### src/rtl/gpio_irq_detect.sv
module gpio_irq_detect #(
  parameter int W = 8,
  parameter int AW = 12
) (
  input  logic          clk,
  input  logic          rst_n,
  input  logic [W-1:0]  pin_val,
  input  logic [W-1:0]  pin_dir,
  input  logic [W-1:0]  pin_chg,
  input  logic          bus_wr,
  input  logic [AW-1:0] bus_addr,
  input  logic [W-1:0]  bus_wdata,
  output logic [W-1:0]  bus_rdata,
  output logic          irq
);
  localparam logic [AW-1:0] A_SENSE = AW'('h404);
  localparam logic [AW-1:0] A_BOTH  = AW'('h408);
  localparam logic [AW-1:0] A_POL   = AW'('h40C);
  localparam logic [AW-1:0] A_EN    = AW'('h410);
  localparam logic [AW-1:0] A_RAW   = AW'('h414);
  localparam logic [AW-1:0] A_MSK   = AW'('h418);
  localparam logic [AW-1:0] A_CLR   = AW'('h41C);

  logic [W-1:0] cfg_level, cfg_both, cfg_pol, cfg_en, stat_q;
  logic [W-1:0] match, edge_hit, lvl_hit, clr;

  assign match    = ~(pin_val ^ cfg_pol);
  assign edge_hit = pin_chg & ~pin_dir & ~cfg_level & (cfg_both | match);
  assign lvl_hit  = cfg_level & match;
  assign clr      = (bus_wr && bus_addr == A_CLR) ? bus_wdata : '0;

  always_ff @(posedge clk or negedge rst_n) begin
    if (!rst_n) begin
      cfg_level <= '0;
      cfg_both  <= '0;
      cfg_pol   <= '0;
      cfg_en    <= '0;
      stat_q    <= '0;
    end else begin
      if (bus_wr) begin
        case (bus_addr)
          A_SENSE: cfg_level <= bus_wdata;
          A_BOTH:  cfg_both  <= bus_wdata;
          A_POL:   cfg_pol   <= bus_wdata;
          A_EN:    cfg_en    <= bus_wdata;
          default: ;
        endcase
      end
      stat_q <= (stat_q & ~clr) | edge_hit | lvl_hit;
    end
  end

  always_comb begin
    case (bus_addr)
      A_SENSE: bus_rdata = cfg_level;
      A_BOTH:  bus_rdata = cfg_both;
      A_POL:   bus_rdata = cfg_pol;
      A_EN:    bus_rdata = cfg_en;
      A_RAW:   bus_rdata = stat_q;
      A_MSK:   bus_rdata = stat_q & cfg_en;
      default: bus_rdata = '0;
    endcase
  end

  assign irq = |(stat_q & cfg_en);
endmodule


### config.mk
export PLATFORM = sky130hd
export DESIGN_NAME = gpio_irq_detect
export DESIGN_NICKNAME = d
export VERILOG_FILES = /design/src/rtl/gpio_irq_detect.sv
export SDC_FILE = /design/constraint.sdc
export NUM_CORES = 1
export LEC_CHECK = 0
export ABC_AREA = 1
export BUFFER_PORTS_ARGS = -buffer_cell sky130_fd_sc_hd__buf_2
export CORE_MARGIN = 4
export CORE_UTILIZATION = 50
export CTS_CLUSTER_DIAMETER = 30
export DETAILED_ROUTE_END_ITERATION = 6
export PLACE_DENSITY = 0.77
export SETUP_SLACK_MARGIN = 0.5
export SLEW_MARGIN = 20
export SYNTH_ARGS = -nofsm -noshare
export SYNTH_HDL_FRONTEND = slang
export SYNTH_SLANG_ARGS = --single-unit
export TNS_END_PERCENT = 50
### constraint.sdc
create_clock -name clk -period 2.1 [get_ports clk]
set_clock_uncertainty 0.2 [all_clocks]
set_input_delay 0.21 -clock clk [delete_from_list [all_inputs] [get_ports clk]]
set_output_delay 0.21 -clock clk [all_outputs]
set_load 0.01 [all_outputs]
== Word level (Yosys, flattened, before mapping) ==
Index checks and enable logic that the tools add are counted.
Widths: inputs -> output; s select.
Storage, ports and cells
  word-level logic and storage cells: 34
  output and inout bits: 9
  input port bits: 47
  bits in registers: 40
Cells by class
  equality and inequality tests: 7
  multiplexer cells: 2
  reduce and logical (&&, ||, !) cells: 6
  bitwise operators: 14
Operators with widths (number)
  $eq 12x11->1 const B: 7
  $and 8x8->8: 6
  $pmux 8 s6: 1
  $not 8->8: 4
  $or 8x8->8: 3
  $mux 8: 1
  $reduce_and 2->1: 4
  $reduce_or 8->1: 1
  $xor 8x8->8: 1
  $logic_and 1x1->1: 1

== Longest topological paths before layout ==
  depth after elaboration: 7
  gate-level depth with buffers: 9
  depth with buffers taken out: 8

== Least setup slack after synthesis ==
OpenSTA, ideal clock, no wires.
  path kind: input -> output
  start: in bus_addr[9]
  end: out bus_rdata[3]
  arrival time: 1.051 ns
  stages: 8
  slack: 0.639 ns
  path buffers: 1
  cell sequence: nor2_2 > nand2_4 > nor2_8 > buf_6 > nand2_1 > o21ai_1 > inv_2 > nand2_1
Between the ends
  word-level cells in the longest chain between the ends: 2
  elaborated cells on any way between the ends: 7
  classes of those cells: 6 x eq/ne; 1 x mux
Ends and longest elaborated chain
  start: declaration: RTL line 11  | input logic [AW-1:0] bus_addr,
  $eq 12x11->1: RTL line 54  | case (bus_addr)
  $pmux 8 s6 *: RTL line 54
  end: declaration: RTL line 13  | output logic [W-1:0] bus_rdata,
Every way passes the cells marked *; elsewhere a longest branch is shown, timed or not.

== Worst setup path after layout ==
  start: reg stat_q[0]
  end: out irq
Between the ends
  word-level cells in the longest chain between the ends: 2
Ends and longest elaborated chain
  start: declaration: RTL line 24  | logic [W-1:0] cfg_level, cfg_both, cfg_pol, cfg_en, stat_q;
  start signal: assignment: RTL line 49  | stat_q <= (stat_q & ~clr) | edge_hit | lvl_hit;
  $and 8x8->8: RTL line 65  | assign irq = |(stat_q & cfg_en);
  $reduce_or 8->1: RTL line 65
  end: declaration: RTL line 14  | output logic irq
Every way passes these cells.

==> key figures <==
Power
  – P_leak: between 1.5 and 2 nW
  – Peak supply drop: ~0.33 mV
  – Pwr/cell area: ~440 nW/um^2
  – Final total power: 0.00150 W

Final layout
  – Finished Core Util: 0.706
  – Layout cells sized above 1: 0.363
  – Final #Nets: 459
  – Commonest non-fill, non-tap cell in the layout: nand2_1
  – Commonest cells after routing, fill and taps aside: nand2_1 (78), buf_2 (47), dfrtp_1 (40)
  – ANT cells: 0
  – Layout overhead on the synthesized area: 33.4%

Worst setup path
  – Critical path endpoint category: output port
  – R2R depth: 4
  – Reg-to-Reg End: stat_q[6]
  – R2r startpoint: cfg_pol[6]
  – Critical path launch point type: flip-flop
  – CP Data Required Time: 1.69 ns
  – CP Max Fanout: 2
  – Critical path class: reg -> out
  – R2R Setup Slk: 0.95 ns
  – Arrival time worst endpoint: roughly 1.3 ns

Logic synthesis
  – Simple-Gate Fraction of Synth Area: 0.327
  – Sequential share of the synthesized area: 0.392
  – Largest family of logic cells by synthesized area: simple AND/OR/NAND/NOR gates
  – Number of synthesized flops with an enable pin: 0
  – Synth Warn #: 0
  – Async set or reset register ratio after synthesis: 1.00
  – Synth cell types: 24
  – Post-synthesis xor/xnor area fraction: 0.0275
  – Syn avg cell area: a little under 8 um^2
  – Register bit total from synthesis: 40
  – Synthesized area: between 2000 and 3000 um^2
  – Multiplexer share of the synthesized area: 0
  – Gate Count Post-Synth: 323
  – Top_reg_cell synth: dfrtp_1
  – Post-synth net total: 370
  – Compound-Gate Fraction of Synth Area: 0.161
  – Adder-cell share of the synthesized area: 0

GRT
  – M3 GR Usage: 0.0384
  – Global-route wire length before repair: about 12000 um
  – Largest net degree at the start of global routing: ~40
  – GR Util met2: 0.376
  – M1 GR Usage: 0.312
  – Top Usage Layer GRT: met2
  – Vias in the first global route: 2510
  – Initial antenna violation count: 0
  – Remaining global-route overflow: 0
  – Global Route Usage Sum: 0.234

Drt
  – Vias: 2541
  – Drt drc: 0
  – Routed WL per cell: between 10 and 15 um
  – Total routed wirelength: roughly 7000 um
  – ANT nets after route: 0
  – Vias per std cell: ~5.3
  – DRT Pass-1 Iters: 4
  – Number of DRC markers in iteration 0: 269

Die
  – Die Y: 79.4 um
  – Site Rows: 25
  – Ports: 56
  – Starting Density: 0.530
  – DIE AREA: 6310 um^2
  – Core area: between 4000 and 5000 um^2
  – Die X: 79.4 um

Placed design
  – DPL Wire Length: between 4000 and 5000 um
  – Place WS: approximately 0.28 ns
  – IO buf count: 55
  – RD Place Congestion: around 0.84

Clocking
  – Clock sinks: 40
  – CTS tree: built
  – Worst-Skew Late Latency: 0.29 ns
  – CTS clk-pin slew, worst paths: ~0.080 ns
  – Inserted Clock Buffers: 5
  – CTS H-Tree Depth: 2
  – Clock Path Buffers: 2
  – CTS root buf: clkbuf_8

STA
  – Final worst slack: approximately 0.38 ns
  – Fmax: between 500 and 600 MHz
  – Endpoints failing hold: 0
  – Tightest Pin Transition: around 0.5 ns
  – Setup TNS: 0 ns
  – RSZ-0062 raised after global routing: yes
  – Slew headroom: 0.668
  – Slew Viols, Final: 0
  – Final setup fails: 0
  – Final Cycle Share: 0.817
  – Min Hold Slack: between 0.03 and 0.04 ns
  – Final min period: around 1.7 ns

Min path
  – Hold crit path type: in -> reg
  – Hold Path Origin: pin_dir[3]
  – WHS Path Cells: 4
  – Worst Hold Path EP: stat_q[3]

Run
  – Max-cap check violation count: 0

Run status
  – Status: finished, final reports clean
[power by group]
group	leakage (nW)	internal, W	switching, W
Sequential	0.512	0.000773	0.00000299
Clock	0.0455	0.000268	0.000268
Combinational	1.25	0.0000844	0.000102
[metal layers]
| metal | vias to the layer above | wire, um |
|---|---|---|
| met5 | - | 0 |
| met4 | 0 | 146 |
| met3 | 16 | 504 |
| met2 | 95 | 3360 |
| met1 | 1194 | 2860 |
| li1 | 1236 | - |
[timing repair]
item | in CTS | in global routing
pin swaps | 15 | 6
resized for setup | 21 | 18
setup buffers | 16 | 2
cloned | 2 | 0
hold buffers | 9 | 0
setup endpoints to repair | 9 | 9
endpoints found under the hold margin | 48 | 0
[stage by stage]
stage	cell area, um^2	std cells
after floorplan	2550	323
after global placement	2890	443
after detailed placement	2890	443
after CTS	3300	478
after global routing	3400	480
final	3400	480
[synthesized netlist by cell type, types with 4 or more instances]
library cell	number	share of area
nor2_1	18	0.026
nor2_4	4	0.018
inv_1	36	0.053
nand2_2	5	0.012
dfrtp_1	40	0.39
nand3_1	40	0.078
xor2_1	8	0.027
nand2_1	82	0.12
o21ai_2	24	0.082
buf_6	5	0.022
o21ai_0	25	0.049
o21ai_1	10	0.020
[worst max-delay path: stages (launching register included)]
cell and delay [ns]:
dfrtp_1 0.42, nand2_1 0.10, nand4_1 0.12, or2_4 0.25, buf_6 0.12
[worst max path at each step]
stage	startpoint	endpoint	slack, ns	cells after the start
after floorplan	bus_addr[9]	bus_rdata[3]	0.64	8
after global placement	bus_addr[9]	bus_rdata[0]	0.32	10
after detailed placement	bus_addr[7]	cfg_both[4]	0.28	7
after CTS	bus_addr[0]	bus_rdata[1]	0.42	10
after global routing	cfg_en[6]	bus_rdata[6]	0.33	7
final	stat_q[0]	irq	0.38	4
[area by class of cell]
cell class / count / area [um^2]
inverter: 40 / 150
multi-input combinational: 235 / 1410
fill: 408 / 1410
tap: 67 / 83.8
timing repair buffer: 90 / 669
sequential: 40 / 1000
clock buffer: 8 / 90.1
[registers in the layout (all words and copies together), names as in the netlist]
register and cells:
cfg_en 8, cfg_pol 8, cfg_both 8, cfg_level 8
stat_q 8
[kinds of logic after synthesis]
family,Yosys count
compound gates,62
xor+xnor,8
buf+inv,49
flops,40
simple gates,164
Note: power is estimated with default switching activity, not from simulation.
